$ cat src/rtl/irq_agg_pkg.sv
package irq_agg_pkg;

  localparam int SRC_W    = 32;
  localparam int ADDR_W   = 8;
  localparam int NUM_CORE = 2;
  localparam int NUM_MASK = 2 * NUM_CORE;

  localparam logic [ADDR_W-1:0] OFS_STATUS    = 8'h00;
  localparam logic [ADDR_W-1:0] OFS_IRQ_BASE  = 8'h10;
  localparam logic [ADDR_W-1:0] OFS_MCHK_BASE = 8'h18;

  // Mask index k: k < NUM_CORE is the interrupt mask of core k,
  // otherwise the machine-check mask of core k - NUM_CORE.
  function automatic logic [ADDR_W-1:0] mask_offset(input int k);
    if (k < NUM_CORE)
      return OFS_IRQ_BASE + ADDR_W'(4 * k);
    else
      return OFS_MCHK_BASE + ADDR_W'(4 * (k - NUM_CORE));
  endfunction

  function automatic logic any_enabled(input logic [SRC_W-1:0] levels,
                                       input logic [SRC_W-1:0] enables);
    return |(levels & enables);
  endfunction

endpackage

$ cat src/rtl/irq_sync.sv
module irq_sync #(
  parameter int W = 32
) (
  input  logic         clk,
  input  logic         rst_n,
  input  logic [W-1:0] async_in,
  output logic [W-1:0] sync_out
);

  logic [W-1:0] stage1;
  logic [W-1:0] stage2;

  always_ff @(posedge clk) begin
    if (!rst_n) begin
      stage1 <= '0;
      stage2 <= '0;
    end else begin
      stage1 <= async_in;
      stage2 <= stage1;
    end
  end

  assign sync_out = stage2;

  // Cycles since reset, saturating, so the latency check never looks past reset.
  logic [1:0] age;
  always_ff @(posedge clk) begin
    if (!rst_n)          age <= 2'd0;
    else if (age != 2'd2) age <= age + 2'd1;
  end

  AST_SYNC_LATENCY: assert property (@(posedge clk) disable iff (!rst_n)
    (age == 2'd2) |-> (sync_out == $past(async_in, 2)));

endmodule

$ cat src/rtl/irq_regs.sv
module irq_regs
  import irq_agg_pkg::*;
#(
  parameter int W      = SRC_W,
  parameter int AW     = ADDR_W,
  parameter int NMASK  = NUM_MASK
) (
  input  logic                   clk,
  input  logic                   rst_n,
  input  logic                   wr_en,
  input  logic                   rd_en,
  input  logic [AW-1:0]          addr,
  input  logic [W-1:0]           wdata,
  input  logic [W-1:0]           status,
  output logic [NMASK-1:0][W-1:0] masks,
  output logic [W-1:0]           rdata
);

  logic             hit_status;
  logic [NMASK-1:0] hit_mask;
  logic             hit_any;
  logic [W-1:0]     rd_mux;

  assign hit_status = (addr == AW'(OFS_STATUS));
  assign hit_any    = hit_status | (|hit_mask);

  for (genvar k = 0; k < NMASK; k++) begin : g_mask
    assign hit_mask[k] = (addr == AW'(mask_offset(k)));

    always_ff @(posedge clk) begin
      if (!rst_n)                  masks[k] <= '0;
      else if (wr_en && hit_mask[k]) masks[k] <= wdata;
    end

    AST_MASK_WRITE: assert property (@(posedge clk) disable iff (!rst_n)
      (wr_en && hit_mask[k]) |=> (masks[k] == $past(wdata)));
  end

  always_comb begin
    rd_mux = '0;
    if (hit_status) rd_mux = status;
    for (int k = 0; k < NMASK; k++) begin
      if (hit_mask[k]) rd_mux = masks[k];
    end
  end

  always_ff @(posedge clk) begin
    if (!rst_n)     rdata <= '0;
    else if (rd_en) rdata <= rd_mux;
  end

  AST_DECODE_ONEHOT: assert property (@(posedge clk) disable iff (!rst_n)
    $onehot0({hit_status, hit_mask}));

  AST_IGNORED_WRITE: assert property (@(posedge clk) disable iff (!rst_n)
    (wr_en && !(|hit_mask)) |=> $stable(masks));

  AST_UNMAPPED_READ: assert property (@(posedge clk) disable iff (!rst_n)
    (rd_en && !hit_any) |=> (rdata == '0));

  AST_STATUS_READ: assert property (@(posedge clk) disable iff (!rst_n)
    (rd_en && hit_status) |=> (rdata == $past(status)));

  AST_RDATA_HOLD: assert property (@(posedge clk) disable iff (!rst_n)
    !rd_en |=> $stable(rdata));

endmodule

$ cat src/rtl/irq_route.sv
module irq_route
  import irq_agg_pkg::*;
#(
  parameter int W     = SRC_W,
  parameter int NMASK = NUM_MASK
) (
  input  logic [W-1:0]            status,
  input  logic [NMASK-1:0][W-1:0] masks,
  output logic [NMASK-1:0]        lines
);

  for (genvar k = 0; k < NMASK; k++) begin : g_line
    assign lines[k] = any_enabled(status, masks[k]);
  end

endmodule

$ cat src/rtl/irq_aggregator.sv
module irq_aggregator
  import irq_agg_pkg::*;
#(
  parameter int NSRC  = SRC_W,
  parameter int AW    = ADDR_W,
  parameter int NCORE = NUM_CORE
) (
  input  logic             clk,
  input  logic             rst_n,
  input  logic [NSRC-1:0]  irq_in,
  input  logic             reg_wr,
  input  logic             reg_rd,
  input  logic [AW-1:0]    reg_addr,
  input  logic [NSRC-1:0]  reg_wdata,
  output logic [NSRC-1:0]  reg_rdata,
  output logic [NCORE-1:0] core_irq,
  output logic [NCORE-1:0] core_mchk
);

  localparam int NMASK = 2 * NCORE;

  logic [NSRC-1:0]             sync_status;
  logic [NMASK-1:0][NSRC-1:0]  mask_bank;
  logic [NMASK-1:0]            route_lines;

  irq_sync #(.W(NSRC)) u_sync (
    .clk      (clk),
    .rst_n    (rst_n),
    .async_in (irq_in),
    .sync_out (sync_status)
  );

  irq_regs #(.W(NSRC), .AW(AW), .NMASK(NMASK)) u_regs (
    .clk    (clk),
    .rst_n  (rst_n),
    .wr_en  (reg_wr),
    .rd_en  (reg_rd),
    .addr   (reg_addr),
    .wdata  (reg_wdata),
    .status (sync_status),
    .masks  (mask_bank),
    .rdata  (reg_rdata)
  );

  irq_route #(.W(NSRC), .NMASK(NMASK)) u_route (
    .status (sync_status),
    .masks  (mask_bank),
    .lines  (route_lines)
  );

  assign core_irq  = route_lines[NCORE-1:0];
  assign core_mchk = route_lines[NMASK-1:NCORE];

  AST_OUT_HOLD: assert property (@(posedge clk) disable iff (!rst_n)
    ($stable(sync_status) && $stable(mask_bank)) |-> $stable({core_mchk, core_irq}));

  AST_NO_MASK_QUIET: assert property (@(posedge clk) disable iff (!rst_n)
    (mask_bank == '0) |-> ({core_mchk, core_irq} == '0));

endmodule

$ cat config.mk
export PLATFORM = sky130hd
export DESIGN_NAME = irq_aggregator
export DESIGN_NICKNAME = d
export VERILOG_FILES = /design/src/rtl/irq_agg_pkg.sv /design/src/rtl/irq_sync.sv /design/src/rtl/irq_regs.sv /design/src/rtl/irq_route.sv /design/src/rtl/irq_aggregator.sv
export SDC_FILE = /design/constraint.sdc
export NUM_CORES = 1
export LEC_CHECK = 0
export BUFFER_PORTS_ARGS = -buffer_cell sky130_fd_sc_hd__buf_2
export CAP_MARGIN = 20
export CORE_UTILIZATION = 35
export DETAILED_ROUTE_END_ITERATION = 10
export GPL_TIMING_DRIVEN = 0
export SYNTH_ARGS = -nofsm -noshare
export SYNTH_HDL_FRONTEND = slang
export SYNTH_HIERARCHICAL = 1
export SYNTH_SLANG_ARGS = --single-unit
export TNS_END_PERCENT = 20
$ cat constraint.sdc
create_clock -name clk -period 2.75 [get_ports clk]
set_input_delay 0.6875 -clock clk [delete_from_list [all_inputs] [get_ports clk]]
set_output_delay 0.6875 -clock clk [all_outputs]
set_load 0.01 [all_outputs]
# Word level (Yosys, flattened, before mapping)
# Index checks and enable logic that the tools add are counted.
[word_totals]
memories = 0
latch_bits = 0
ram_bits = 0
inputBits = 76
romBits = 0
ff_bits = 224
output_inout_bits = 36
wordCells = 29
[op_classes]
mul = 0
eq_ne = 4
n_addsub = 0
n_lt_le_gt_ge = 0
n_div = 0
shifts = 0
n_reduce_logical = 9
n_mux = 5
bitwise_logic = 4
[ops]
columns = ["cell", "n"]
rows = [
  ["$mux 32", 5],
  ["$and 32x32->32", 4],
  ["$reduce_or 32->1", 4],
  ["$eq 8x5->1 const B", 4],
  ["$logic_not 8->1", 1],
  ["$logic_and 1x1->1", 4],
]

# Logic depth before layout (Yosys ltp)
[logic_depth]
ltp_word = 6
ltp_mapped = 7
mapped_depth_nobuf = 4

# Cells and area by module
# The synthesis kept the hierarchy.
[by_module_without_submodules]
columns = ["module", "n_inst", "area_each_um2", "seq_area_each_um2", "cells_each"]
rows = [
  ["irq_regs", 1, 6697.7, 3203.1, 763],
  ["irq_sync", 1, 1791.7, 1281.2, 134],
  ["irq_route", 1, 620.6, 0.0, 84],
]

# Worst setup path before layout
# OpenSTA, ideal clock, no wires.
[synth_path]
path_type = "in2reg"
start = "input reg_addr[4]"
end = "register u_regs.rdata[19]"
n_path_buf = 2
arrival_ns = 1.954
stages = 6
setup_slack_ns = 0.678
path_cell_list = "buf_4 -> nor3b_4 -> nand3_4 -> buf_6 -> a211o_1 -> a32o_1"
[synth_between]
elab_chain_len = 6
elab_cells_between_ends = 10
classes_between = "eq/ne: 4; mux: 5; reduce/logical: 1"
[synth_lines]
columns = ["item", "line", "source"]
rows = [
  ["start: declaration", "irq_aggregator.sv:13", "input logic [AW-1:0] reg_addr,"],
  ["$logic_not 8->1", "irq_regs.sv:24", "assign hit_status = (addr == AW'(OFS_STATUS));"],
  ["$mux 32", "irq_regs.sv:41", "if (hit_status) rd_mux = status;"],
  ["$mux 32 (3 in series)", "irq_regs.sv:43", "if (hit_mask[k]) rd_mux = masks[k];"],
  ["$mux 32 (*)", "irq_regs.sv:43", ""],
  ["end signal: assignment", "irq_regs.sv:49", "else if (rd_en) rdata <= rd_mux;"],
  ["end: declaration", "irq_regs.sv:16", "output logic [W-1:0] rdata"],
]
# Mark *: on every way between the ends. The rest lies on a longest branch, timed or not.
# A chain may end at the register's enable or synchronous reset.

# Final worst setup path
[layout_path]
start = "register u_sync.stage2[9], in the netlist u_sync/sync_out[9]"
end = "output core_mchk[0]"
[layout_between]
elab_chain_len = 2
[layout_lines]
columns = ["item", "line", "source"]
rows = [
  ["start: declaration", "irq_sync.sv:11", "logic [W-1:0] stage2;"],
  ["start signal: assignment", "irq_sync.sv:19", "stage2 <= stage1;"],
  ["$and 32x32->32", "irq_agg_pkg.sv:23", "return |(levels & enables);"],
  ["$reduce_or 32->1", "irq_agg_pkg.sv:23", ""],
  ["end: declaration", "irq_aggregator.sv:17", "output logic [NCORE-1:0] core_mchk"],
]
# Every way passes these cells.

==> summary by stage <==
Clock network
The depth of the CTS H-tree is 1. TritonCTS built the clock tree. The clock sink total is 224. The maximum buffer depth of the clock tree is 3. The tree is rooted in a clkbuf_16. After clock tree synthesis, the setup repair step added 0 buffers. The number of clock buffers added by TritonCTS is 24. The clock latency on the worst-skew pair is 0.53 ns. The clock transition at the registers of the reported paths is 0.06 ns.

Power and ir drop
The part of the power in registers is 47.4%. In this run the power spent charging and discharging nets is 1.67 mW. The design draws 7.07 mW.

Net switching is 23.6% of the power. The analysis attributes to cell leakage a power of 4.08 nW. Dividing total power by cell area gives a power density of 640 nW/um2.

The share of total power dissipated in the clock network is 46.9%. Per report_power, the combinational group accounts for 5.7% of the total. The total internal power is 5.40 mW. The maximum VDD drop is 0.409 mV.

Worst setup path
STA puts the critical path data required time at 2.06 ns. The worst path arrival time is 2.08 ns. The cell family contributing the most delay on the critical path is simple AND/OR/NAND/NOR gates. The critical path goes through a22oi_1, nand4_1, or4_1, buf_2. The highest net fanout along the worst path is 5. The critical path class is register to output port. The longest individual stage delay on the worst path is 0.55 ns. Together, buffers and inverters on the worst path number 1.

The worst setup path is captured at an output port. The largest individual stage delay along the critical path comes from the cell or4_1. The type of origin of the critical path is a register.

Run status
The checks that failed: setup timing. The flow ran to the end, but the final reports show violations.

STA
The total count of hold-check failures in the final report was 0. The count of endpoints failing setup in the final report is 2. The count of final max-slew check failures came to 0. The worst path in the final design needs a cycle of 2.77 ns, including I/O delays and setup. Setup repair after global routing could not meet its margin everywhere.

The maximum achievable frequency is 361 MHz. The final critical path takes up 101% of the cycle. The post-route worst hold slack is 0.371 ns. On the final layout, the worst clock skew is 0.00688 ns. Measured against its own limit, the worst slew margin works out to 37.0%. The worst setup slack after layout is -0.0170 ns. For the pin with the worst max-slew slack, the measured transition is 0.945 ns.

Synthesis
The combinational family with the most area after synthesis is compound AO/OA/AOI/OAI gates. The synthesized design contains 0 enable-type register cells. When the netlist entered floorplanning its net count stood at 1057. The async set-or-reset flop fraction in the synthesized netlist is 0%. The synthesized area per cell is 9.29 um2. After synthesis the cells add up to 9110 um2. The adder-cell share of the synthesized area is 0%.

The cell count after synthesis is 981. The flip-flop and latch count after synthesis is 224. Summing the areas of all xor and xnor instances in the mapped netlist gives 0% of the synthesized area. The share of the Yosys chip area taken by registers is 49.2%.

Of the total synthesized cell area, the portion taken by AND, OR, NAND and NOR gates is 18.8%. The top flip-flop cell by instance count after synthesis is dfxtp_1. The mux share of post-synthesis cell area is 1.10%. The number of distinct standard cells referenced by the synthesized netlist is 39. The total number of yosys warnings is 6. The complex-gate fraction of the synthesized area is 26.8%.

Cells and area
The post-synthesis to final-layout area growth is 21.3%. The fill cell total of the finished layout is 2573. Summing all non-filler instances in the final layout gives an area of 11000 um2. The library cell used most frequently in the layout, excluding fill and tap cells, is dfxtp_1. The total number of nets in the final design is 1192. The proportion of layout cells with a drive suffix above 1 is 27.0%. The library cells used most frequently in the layout, excluding fill and tap cells, are 211 x dfxtp_1, 122 x buf_2, 116 x o21ai_0. Excluding fillers, the count of instances in the completed layout stands at 1463. The number of antenna diodes in the final layout is 0.

Placed design
Summed over all nets, the half-perimeter wirelength after detailed placement is 27.3 mm. Once placement completed, the tool counted placed cells totaling 1420. The number of buffers inserted by port buffering is 109. The final weighted congestion in routability-driven placement is 1.02. The placed instances occupy a cell area of 10100 um2.

Die
The floorplan has 58 rows. The number of I/O pins is 112. In this run the horizontal extent of the chip is 163 um. The die covers 26700 um2. The placeable core area is 25300 um2. The die span in y is 163 um. The effective utilization at floorplan is 36.0%.

Min path
The worst hold path belongs to the class input port to register.

Detailed routing
The post-detailed-route via-to-cell ratio is 5.95. Once detail routing completed, the nets flagged for antenna violations numbered 0. For this run, the detailed router's first-pass iteration total came to 6. The via count is 8706. For this run, design rule violations remaining after detail routing come to 0.

The wire length per cell is 24.4 um. The routed design has 35.7 mm of wire. After the first detailed-routing iteration, the DRC count stood at 1089.

Global routing
The largest net degree at the start of global routing is 15. The number of global-route vias before repair is 8001. The first-pass GRT wire length is 52.1 mm.

The overall fraction of global-route tracks in use is 26.6%. The initial antenna violation count is 0. The total congestion overflow after global routing is 0.

Flow run
The count of max-cap constraint violations is 0.
[state kept, by name (all words and copies together), names as in the netlist]
| name | count |
|---|---|
| u_regs/masks | 128 |
| u_regs/rdata | 32 |
| u_sync/stage1 | 32 |
| u_sync/sync_out | 32 |
[kinds of logic after synthesis]
logic type,count (synthesis)
compound gates,362
simple gates,297
flops,224
buf+inv,88
mux,10
[power by group through the flow]
stage | logic [mW] | clock network, mW | registers, mW
2_1_floorplan | 0.223 | 0 | 3.39
3_3_place_gp | 0.397 | 0 | 3.41
3_5_place_dp | 0.396 | 0 | 3.41
4_1_cts | 0.398 | 3.37 | 3.34
5_1_grt | 0.432 | 3.52 | 3.35
6_report | 0.406 | 3.31 | 3.35
[cell usage after synthesis, types with 10 or more instances]
master | count | share of area [%]
dfxtp_1 | 224 | 49
o21ai_0 | 116 | 6.4
nand3_1 | 107 | 5.9
a22oi_1 | 93 | 7.7
and2_2 | 64 | 5.3
clkbuf_1 | 49 | 2.0
nand2_1 | 44 | 1.8
a21oi_1 | 33 | 1.8
nor2_1 | 26 | 1.1
nor2b_1 | 24 | 1.6
a31o_2 | 22 | 2.1
a32o_1 | 22 | 2.4
o22ai_1 | 22 | 1.5
a211o_1 | 21 | 2.0
nand4_1 | 16 | 1.1
buf_1 | 14 | 0.58
buf_2 | 14 | 0.77
mux2i_1 | 10 | 1.1
[worst paths after layout]
kind                                               startpoint                        endpoint  slack, ns  cells after the start
worst max-delay path            u_sync/sync_out[9]$_SDFF_PN0_                    core_mchk[0]      -0.02                      4
worst min-delay path                               irq_in[30]    u_sync/stage1[30]$_SDFF_PN0_       0.37                      2
worst max register to register  u_regs/masks[94]$_SDFFE_PN0P_   u_regs/rdata[30]$_SDFFE_PN0P_       1.52                      4
worst min register to register   u_sync/stage1[17]$_SDFF_PN0_  u_sync/sync_out[17]$_SDFF_PN0_       0.44                      1
[stage by stage]
stage / TNS (ns) / setup slack, ns / util [%]
finish: -0.0200 / -0.0170 / 43.6
global route: -0.00480 / -0.00423 / 43.6
CTS: -0.00369 / -0.00369 / 43.4
detailed placement: -0.118 / -0.0337 / 39.8
global placement: -0.189 / -0.0325 / 39.8
floorplan: 0 / 0.678 / -
[metal layers]
| layer | vias to the layer above | share of wire, % | GRT usage (%) |
|---|---|---|---|
| li1 | 3934 | - | - |
| met1 | 4173 | 44 | 37.3 |
| met2 | 508 | 42 | 40.1 |
| met3 | 91 | 9.4 | 4.52 |
| met4 | 0 | 4.5 | 11.1 |
| met5 | - | 0 | 0 |
[area by class of cell]
| type | count | area (um2) | share of cell area [%] |
|---|---|---|---|
| Timing Repair Buffer | 109 | 552 | 4.99 |
| Multi-Input combinational cell | 669 | 4370 | 39.6 |
| Buffer | 86 | 367 | 3.32 |
| Clock buffer | 33 | 694 | 6.28 |
| Tap cell | 330 | 413 | 3.74 |
| Sequential cell | 224 | 4500 | 40.8 |
| Clock inverter | 10 | 140 | 1.27 |
| Inverter | 2 | 7.51 | 0.0679 |
[worst register-to-register path, stage by stage, from the launching register on]
cell	delay, ns
dfxtp_1	0.38
nor4b_1	0.33
a21oi_1	0.10
o31ai_1	0.21
o31ai_1	0.09
[timing repair]
item / in CTS / in global routing
hold buffers: 0 / 0
endpoints found under the setup margin: 4 / 4
resized for setup: 25 / 15
pin swaps: 2 / 4
Note: power is estimated with default switching activity, not from simulation.
